--- src/rtl/sdf_pkg.sv ---
package sdf_pkg;

   // Elaboration-time sanity test for one arc's parameter set.
   function automatic bit arc_params_ok(input int cw, input int prod, input int cons,
                                        input int init, input int cap);
      return (prod >= 1) && (cons >= 1) && (prod <= cap) && (cons <= cap) &&
             (init >= 0) && (init <= cap) && (cap < (1 << cw));
   endfunction

   // Arc endpoints must name two distinct, existing actors.
   function automatic bit arc_ends_ok(input int nact, input int src, input int dst);
      return (src >= 0) && (dst >= 0) && (src < nact) && (dst < nact) && (src != dst);
   endfunction

endpackage

--- src/rtl/sdf_arc_ctr.sv ---
module sdf_arc_ctr #(
   parameter int CW   = 4,
   parameter int PROD = 1,
   parameter int CONS = 1,
   parameter int INIT = 0,
   parameter int CAP  = 4
) (
   input  logic          clk,
   input  logic          rst_n,
   input  logic          debit_i,
   input  logic          credit_i,
   output logic [CW-1:0] cnt_o,
   output logic          avail_o,
   output logic          room_o,
   output logic          bad_o
);

   logic [CW-1:0] cnt_q;
   int            nxt;

   always_comb begin
      nxt = int'(cnt_q);
      if (credit_i) nxt = nxt + PROD;
      if (debit_i)  nxt = nxt - CONS;
   end

   assign bad_o   = (nxt < 0) || (nxt > CAP);
   assign avail_o = (int'(cnt_q) >= CONS);
   assign room_o  = (int'(cnt_q) + PROD) <= CAP;
   assign cnt_o   = cnt_q;

   always_ff @(posedge clk) begin
      if (!rst_n)      cnt_q <= CW'(INIT);
      else if (!bad_o) cnt_q <= CW'(nxt);
   end

   // a rejected update leaves the count untouched
   p_hold_on_bad_r8: assert property (@(posedge clk) disable iff (!rst_n)
      bad_o |=> $stable(cnt_o));
   // the count never leaves its legal range
   p_in_range_r4: assert property (@(posedge clk) disable iff (!rst_n)
      int'(cnt_o) <= CAP);

endmodule

--- src/rtl/sdf_actor_slot.sv ---
module sdf_actor_slot #(
   parameter int FCW = 8
) (
   input  logic           clk,
   input  logic           rst_n,
   input  logic           grant_i,
   input  logic           done_i,
   output logic           busy_o,
   output logic           fire_o,
   output logic [FCW-1:0] fcnt_o
);

   logic           busy_q;
   logic           fire_q;
   logic [FCW-1:0] fcnt_q;

   always_ff @(posedge clk) begin
      if (!rst_n) begin
         busy_q <= 1'b0;
         fire_q <= 1'b0;
         fcnt_q <= '0;
      end else begin
         fire_q <= grant_i;
         if (grant_i)     busy_q <= 1'b1;
         else if (done_i) busy_q <= 1'b0;
         if (grant_i)     fcnt_q <= fcnt_q + 1'b1;
      end
   end

   assign busy_o = busy_q;
   assign fire_o = fire_q;
   assign fcnt_o = fcnt_q;

   // a running actor is not restarted before its done pulse
   p_no_refire_r7: assert property (@(posedge clk) disable iff (!rst_n)
      (busy_o && !done_i) |=> !fire_o);
   // the start strobe lasts exactly one cycle
   p_single_strobe_r6: assert property (@(posedge clk) disable iff (!rst_n)
      fire_o |=> !fire_o);

endmodule

--- src/rtl/sdf_ready_logic.sv ---
module sdf_ready_logic #(
   parameter int NACT = 3,
   parameter int NARC = 3,
   parameter int ARC_SRC [NARC] = '{default: 0},
   parameter int ARC_DST [NARC] = '{default: 1}
) (
   input  logic            en_i,
   input  logic [NACT-1:0] busy_i,
   input  logic [NARC-1:0] avail_i,
   input  logic [NARC-1:0] room_i,
   output logic [NACT-1:0] ready_o
);

   for (genvar a = 0; a < NACT; a++) begin : g_act
      logic in_ok;
      logic out_ok;
      always_comb begin
         in_ok  = 1'b1;
         out_ok = 1'b1;
         for (int k = 0; k < NARC; k++) begin
            if (ARC_DST[k] == a) in_ok  = in_ok  & avail_i[k];
            if (ARC_SRC[k] == a) out_ok = out_ok & room_i[k];
         end
      end
      assign ready_o[a] = en_i & ~busy_i[a] & in_ok & out_ok;
   end

endmodule

--- src/rtl/sdf_prio_pick.sv ---
module sdf_prio_pick #(
   parameter int N = 3
) (
   input  logic [N-1:0] req_i,
   output logic [N-1:0] gnt_o
);

   // isolate lowest set bit: lowest index wins
   assign gnt_o = req_i & (~req_i + 1'b1);

   always_comb begin
      if (gnt_o != '0) assert ((req_i & (gnt_o - 1'b1)) == '0);
   end

endmodule

--- src/rtl/sdf_fire_ctrl.sv ---
module sdf_fire_ctrl #(
   parameter int NACT = 3,
   parameter int NARC = 3,
   parameter int CW   = 4,
   parameter int FCW  = 8,
   parameter int ARC_SRC  [NARC] = '{0, 1, 2},
   parameter int ARC_DST  [NARC] = '{1, 2, 1},
   parameter int ARC_PROD [NARC] = '{2, 1, 2},
   parameter int ARC_CONS [NARC] = '{3, 2, 1},
   parameter int ARC_INIT [NARC] = '{0, 0, 2},
   parameter int ARC_CAP  [NARC] = '{6, 4, 2}
) (
   input  logic                 clk,
   input  logic                 rst_n,
   input  logic                 fire_en_i,
   input  logic [NACT-1:0]      done_i,
   output logic [NACT-1:0]      fire_o,
   output logic [NARC*CW-1:0]   arc_cnt_o,
   output logic [NACT*FCW-1:0]  fire_cnt_o,
   output logic                 err_o
);
   import sdf_pkg::*;

   if (NACT < 1 || NACT > 32) begin : g_bad_nact
      $error("sdf_fire_ctrl: NACT out of range");
   end
   if (NARC < 1 || CW < 2 || FCW < 1) begin : g_bad_width
      $error("sdf_fire_ctrl: width or arc count out of range");
   end

   logic [NACT-1:0] busy;
   logic [NACT-1:0] ready;
   logic [NACT-1:0] grant;
   logic [NARC-1:0] avail;
   logic [NARC-1:0] room;
   logic [NARC-1:0] bad;
   logic [NARC-1:0] debit;
   logic [NARC-1:0] credit;
   logic            err_q;

   for (genvar k = 0; k < NARC; k++) begin : g_arc
      if (!arc_params_ok(CW, ARC_PROD[k], ARC_CONS[k], ARC_INIT[k], ARC_CAP[k])) begin : g_chk_rate
         $error("sdf_fire_ctrl: arc rate, delay or capacity invalid");
      end
      if (!arc_ends_ok(NACT, ARC_SRC[k], ARC_DST[k])) begin : g_chk_ends
         $error("sdf_fire_ctrl: arc endpoints invalid");
      end

      assign debit[k]  = grant[ARC_DST[k]];
      assign credit[k] = done_i[ARC_SRC[k]];

      sdf_arc_ctr #(
         .CW  (CW),
         .PROD(ARC_PROD[k]),
         .CONS(ARC_CONS[k]),
         .INIT(ARC_INIT[k]),
         .CAP (ARC_CAP[k])
      ) u_arc (
         .clk     (clk),
         .rst_n   (rst_n),
         .debit_i (debit[k]),
         .credit_i(credit[k]),
         .cnt_o   (arc_cnt_o[k*CW +: CW]),
         .avail_o (avail[k]),
         .room_o  (room[k]),
         .bad_o   (bad[k])
      );

      // a strobe only follows a cycle with enough input tokens
      p_fire_needs_tokens_r3: assert property (@(posedge clk) disable iff (!rst_n)
         fire_o[ARC_DST[k]] |-> int'($past(arc_cnt_o[k*CW +: CW])) >= ARC_CONS[k]);
   end

   sdf_ready_logic #(
      .NACT   (NACT),
      .NARC   (NARC),
      .ARC_SRC(ARC_SRC),
      .ARC_DST(ARC_DST)
   ) u_ready (
      .en_i   (fire_en_i),
      .busy_i (busy),
      .avail_i(avail),
      .room_i (room),
      .ready_o(ready)
   );

   sdf_prio_pick #(.N(NACT)) u_pick (
      .req_i(ready),
      .gnt_o(grant)
   );

   for (genvar a = 0; a < NACT; a++) begin : g_slot
      sdf_actor_slot #(.FCW(FCW)) u_slot (
         .clk    (clk),
         .rst_n  (rst_n),
         .grant_i(grant[a]),
         .done_i (done_i[a]),
         .busy_o (busy[a]),
         .fire_o (fire_o[a]),
         .fcnt_o (fire_cnt_o[a*FCW +: FCW])
      );
   end

   always_ff @(posedge clk) begin
      if (!rst_n)    err_q <= 1'b0;
      else if (|bad) err_q <= 1'b1;
   end
   assign err_o = err_q;

   // never more than one start strobe per cycle
   p_one_strobe_r5: assert property (@(posedge clk) disable iff (!rst_n)
      $onehot0(fire_o));
   // permit low means no strobe next cycle
   p_quiet_when_off_r10: assert property (@(posedge clk) disable iff (!rst_n)
      !fire_en_i |=> (fire_o == '0));
   // the error flag holds until reset
   p_err_sticky_r8: assert property (@(posedge clk) disable iff (!rst_n)
      err_o |=> err_o);

endmodule

--- config.mk ---
export PLATFORM = sky130hd
export DESIGN_NAME = sdf_fire_ctrl
export DESIGN_NICKNAME = d
export VERILOG_FILES = /design/src/rtl/sdf_pkg.sv /design/src/rtl/sdf_arc_ctr.sv /design/src/rtl/sdf_actor_slot.sv /design/src/rtl/sdf_ready_logic.sv /design/src/rtl/sdf_prio_pick.sv /design/src/rtl/sdf_fire_ctrl.sv
export SDC_FILE = /design/constraint.sdc
export NUM_CORES = 1
export LEC_CHECK = 0
export BUFFER_PORTS_ARGS = -buffer_cell sky130_fd_sc_hd__buf_4
export CORE_ASPECT_RATIO = 0.9
export CORE_MARGIN = 3
export CORE_UTILIZATION = 51
export DETAILED_ROUTE_END_ITERATION = 10
export PLACE_DENSITY = 0.86
export SLEW_MARGIN = 20
export SYNTH_ARGS = -nofsm -noshare
export SYNTH_HDL_FRONTEND = slang
export SYNTH_SLANG_ARGS = --single-unit
--- constraint.sdc ---
create_clock -name clk -period 2.6 [get_ports clk]
set_input_delay 0.13 -clock clk [delete_from_list [all_inputs] [get_ports clk]]
set_output_delay 0.13 -clock clk [all_outputs]
set_load 0.01 [all_outputs]
; ---- Word level (Yosys, flattened, before mapping)
; Cells that the tools add are included.
[totals]
reg_bits = 43
latchBits = 0
ram_bits = 0
mem_bits_ro = 0
elab_cells = 68
mem_count = 0
[op_classes]
addsub = 10
mul = 0
div_mod_pow = 0
order_cmp = 12
n_eq_ne = 0
shift = 0
n_mux = 12
bitwise_logic = 14
reduce_logical = 7
[op_table]
columns = cell, count
row1 = two-way mux 32 bit, 6
row2 = less-than comparator 32 x 1 -> 1 bit (second input constant), 3
row3 = > comparator 32 x 4 -> 1 bit (second input constant), 2
row4 = <= comparator 32 x 4 -> 1 bit (second input constant), 2
row5 = subtractor 32 x 3 -> 32 bit (second input constant), 2
row6 = > comparator 32 x 3 -> 1 bit (second input constant), 1
row7 = <= comparator 32 x 3 -> 1 bit (second input constant), 1
row8 = subtractor 32 x 2 -> 32 bit (second input constant), 1
row9 = adder 8 x 1 -> 8 bit (second input constant), 3
row10 = adder 4 x 2 -> 5 bit (second input constant), 2
row11 = bitwise AND 1 bit, 9
row12 = greater-or-equal comparator 4 x 2 -> 1 bit (second input constant), 2
row13 = two-way mux 1 bit, 6
row14 = nonzero test 2 bit, 3
row15 = adder 4 x 1 -> 5 bit (second input constant), 1
row16 = greater-or-equal comparator 4 x 1 -> 1 bit (second input constant), 1
row17 = adder 3 x 1 -> 3 bit (second input constant), 1
row18 = bitwise AND 3 bit, 1
row19 = logical OR 1 bit, 3
row20 = NOT 1 bit, 3
row21 = NOT 3 bit, 1
row22 = OR reduction 3 bit, 1

; ---- Longest topological paths before layout
[depth]
word_depth = 11
mapped_depth = 15

; ---- Modules after synthesis
; Synthesis repeated with hierarchy kept, for this count alone.
[unflattened]
hier_cells = 311
area_unflattened_um2 = 2797.7
[modules_own_cells]
columns = module, instances, cells_per_inst, area_per_inst_um2, seq_area_each_um2
row1 = sdf_actor_slot, 3, 41, 415.4, 200.2
row2 = sdf_arc_ctr at g_arc[2].u_arc, 1, 65, 559.3, 80.1
row3 = sdf_arc_ctr at g_arc[1].u_arc, 1, 69, 531.8, 80.1
row4 = sdf_arc_ctr at g_arc[0].u_arc, 1, 45, 372.9, 80.1
row5 = sdf_fire_ctrl, 1, 2, 31.3, 20.0
row6 = sdf_ready_logic, 1, 4, 30.0, 0.0
row7 = sdf_prio_pick, 1, 3, 26.3, 0.0

; ---- Worst setup path after synthesis
; OpenSTA, ideal clock, no wires.
[synth_path]
path_type = flip-flop to flip-flop
from = register g_arc[0].u_arc.cnt_q[1]
to = register g_arc[0].u_arc.cnt_q[1]
t_arrival_ns = 2.605
slack_ns = -0.133
stages_incl_launch_ff = 12
synth_period_minus_slack_ns = 2.733
cell_sequence = dfxtp_1 -> inv_1 -> ha_1 -> a21oi_1 -> nor3_1 -> ha_1 -> nand2b_1 -> or4_1 -> o31ai_2 -> o31a_2 -> mux2i_1 -> nor2_1
[synth_via]
elab_chain_len = 10
[synth_rtl]
columns = item, line
row1 = "start, declared", sdf_arc_ctr.sv:18  ; logic [CW-1:0] cnt_q;
row2 = "start signal, assigned", sdf_arc_ctr.sv:33  ; if (!rst_n) cnt_q <= CW'(INIT);
row3 = "start signal, assigned", sdf_arc_ctr.sv:34  ; else if (!bad_o) cnt_q <= CW'(nxt);
row4 = "parallel branches: the longest is 7 deep, another holds <= comparator 32 x 4 -> 1 bit", -
row5 = two-way mux 32 bit (*), sdf_arc_ctr.sv:24  ; if (debit_i) nxt = nxt - CONS;
row6 = less-than comparator 32 x 1 -> 1 bit / > comparator 32 x 4 -> 1 bit (equally long branches), sdf_arc_ctr.sv:27  ; assign bad_o = (nxt < 0) || (nxt > CAP);
row7 = logical OR 1 bit, sdf_arc_ctr.sv:27
; Every way passes the cells marked *.
; A chain may end at the register's enable or synchronous reset.

; ---- Final worst setup path
; Same ends and word-level chain as after synthesis.

==> results.txt <==
post-synthesis sequential area ratio = 0.3259
clk buf depth = 2
Post-Synthesis Cells = 312
first-pass GRT wire length = 10140 um
final period demand of the worst path = 2525 ps
Inserted Clock Buffers = 5
leading area contributor after synthesis = dfxtp_1
crit-path max cell delay = 500 ps
placed insts = 424
row cnt = 24
via/cell ratio = 5.658
total power divided by cell area = 667.9 nW/um^2
final wirelength = 6481 um
port bufs = 45
most frequent cell after synthesis = nor2_1
share of layout cells above drive strength 1 = 0.3110
Area after DPL = 3117 um^2
vias in the first global route = 2240
worst skew pair latency = 300 ps
All-Layer GR Usage = 0.2102
number of routed nets with antenna violations = 0
Final setup viols = 0
Rel. slew slack = 0.6200
antenna violations before repair = 0
#FFs+latches synth = 43
initial core utilization = 0.5363
hold crit path type = primary input to flop
via count = 2478
Hold Fails Final Rpt = 0
syn nets = 333
Die Y = 74.27 um
drt drc = 0
Critical Path RT = 2780 ps
post-route cell area = 3358 um^2
Slew Viols, Final = 0
ranking of synthesized cells by area = dfxtp_1, xor2_1, ha_1, nor2_1, xnor2_1
Worst path slowest cell = or4_4
Synth top area share = 0.3259
global placer's final weighted congestion = 0.9217
Syn. warnings = 0
clk sinks = 43
CTS tree = built
outcome = complete, no violations
post-DR wirelength/cell = 14.80 um
crit-path leading delay family = simple AND/OR/NAND/NOR gates
width of the die = 81.86 um
Finished Layout Cells = 438
final period utilization = 0.9710
Max H-tree Level = 2
CTS root buf = clkbuf_8
Area Growth Syn to Fin = 27.14%
worst path bufs/invs = 1
RSZ-0062 raised after global routing = true
Critical Path AT = 2700 ps
critical path class = flop to flop
post-synthesis cell area = 2641 um^2
Critical Path Start Type = flop
clock-pin slew on the worst setup and hold paths = 80 ps
Most used DFF post-synth = dfxtp_1
number of synthesized flops with an enable pin = 0
clk_skew = 4.649 ps
num ports = 46
Crit Path Max Fanout = 8
Least-Margin Pin Slew = 566.6 ps
CP endpoint kind = flop
hpwl dp = 4528 um
ys async rst share = 0
Leak = 0.001448 uW
nets@finish = 393
Core Area = 4925 um^2
Die ar. = 6079 um^2
Tot Pwr = 2243 uW
Antenna Cells = 0
Mean Syn Cell Area = 8.466 um^2
Netlist cell types = 58
CP Cell Sequence = inv_2 -> ha_4 -> a21oi_2 -> nor3_1 -> ha_1 -> nand2b_1 -> or4_4 -> o31ai_4 -> o31a_2 -> mux2i_1 -> nor2_1
Pre-antenna DRT Iters = 4
max frequency = 0.3961 GHz
total global routing overflow = 0
1st-iter DRT viols = 153
Worst VDD drop = 0.3965 mV
Commonest cells post-synth = nor2_1, dfxtp_1, nand2_1
# Max-Cap Violations = 0
largest net degree at the start of global routing = 20
-- cells in the final DEF, fill, tap and decap left out, drive strengths merged, types with 3 or more instances in the layout --
cell type   n
clkbuf      6
buf        71
nand2b      7
a31oi       5
and4        3
and2        4
xnor2      13
nand4       8
nand2      28
nor4        3
o21ai       5
nor3b       3
inv         9
a21oi      15
nand3      11
dfxtp      43
xor2       22
mux2i       7
nor3        9
nor2       47
ha         15
-- worst register-to-register path, cell delays in order, from the launching register on --
cell and delay, ps:
dfxtp_4 450, inv_2 70, ha_4 250, a21oi_2 150, nor3_1 70, ha_1 270
nand2b_1 80, or4_4 500, o31ai_4 80, o31a_2 230, mux2i_1 200, nor2_1 50
-- where the power goes --
part           total [uW]  switching (uW)  internal, uW  leakage [uW]
clock network         419             231           188     0.0000412
logic                1000             520           479       0.00106
registers             824            98.7           726      0.000352
-- final timing paths --
path                                start                       to  slack [ps]  cells past startpoint
hold / removal                      rst_n  g_arc[2].u_arc.cnt_o[1]         120                      2
hold reg to reg   g_slot[2].u_slot.busy_o  g_slot[2].u_slot.busy_o         490                      2
setup reg to reg  g_arc[0].u_arc.cnt_o[1]  g_arc[0].u_arc.cnt_o[1]          80                     11
setup / recovery  g_arc[0].u_arc.cnt_o[1]  g_arc[0].u_arc.cnt_o[1]          80                     11
-- stage by stage --
stage	util	setup slack [ps]	hold WS (ps)	setup TNS, ps
after global routing	0.6819	-36.81	130.9	-89.70
final	0.6819	75.49	124.0	0
after floorplan	-	45.65	282.4	0
after CTS	0.6517	23.20	122.4	0
after global placement	0.6329	125.5	419.6	0
after detailed placement	0.6329	19.09	433.1	0
-- sequential cells by signal, summed over array words and instances (netlist names) --
name / count
g_slot.u_slot.busy_o: 3
g_slot.u_slot.fcnt_o: 24
g_slot.u_slot.fire_o: 3
g_arc.u_arc.cnt_o: 12
err_o: 1
-- kinds of logic after synthesis --
group	count (synthesis)	share of synthesized area
compound gates	46	0.1345
xor+xnor	35	0.1161
buf+inv	28	0.05163
simple gates	137	0.2700
fa+ha+maj	15	0.07106
mux	8	0.03079
flops	43	0.3259
-- layer usage --
layer  vias up  global-route usage  part of all wire
li1       1212                   -                 -
met1      1175              0.2754              0.43
met2        83              0.3516              0.50
met3         8             0.04237             0.053
met4         0             0.06089             0.013
met5         -                   0                 0
-- area by class of cell --
type / instances / area [um^2]
Clock inverter: 2 / 12.51
Timing Repair Buffer: 71 / 533.0
Sequential cell: 43 / 874.6
Clock buffer: 6 / 72.57
Inverter: 10 / 37.54
Fill cell: 389 / 1567
Multi-Input combinational cell: 241 / 1747
Tap cell: 65 / 81.33
-- what timing repair did --
action                                 4_1_cts  5_1_grt
cloned                                       0        0
endpoints found under the hold margin        0        0
buffers inserted                             0        6
hold buffers                                 0        0
setup endpoints to repair                    1       16
resized for setup                            1       23
pin swaps                                    0        6
Note: power is estimated with default switching activity, not from simulation.
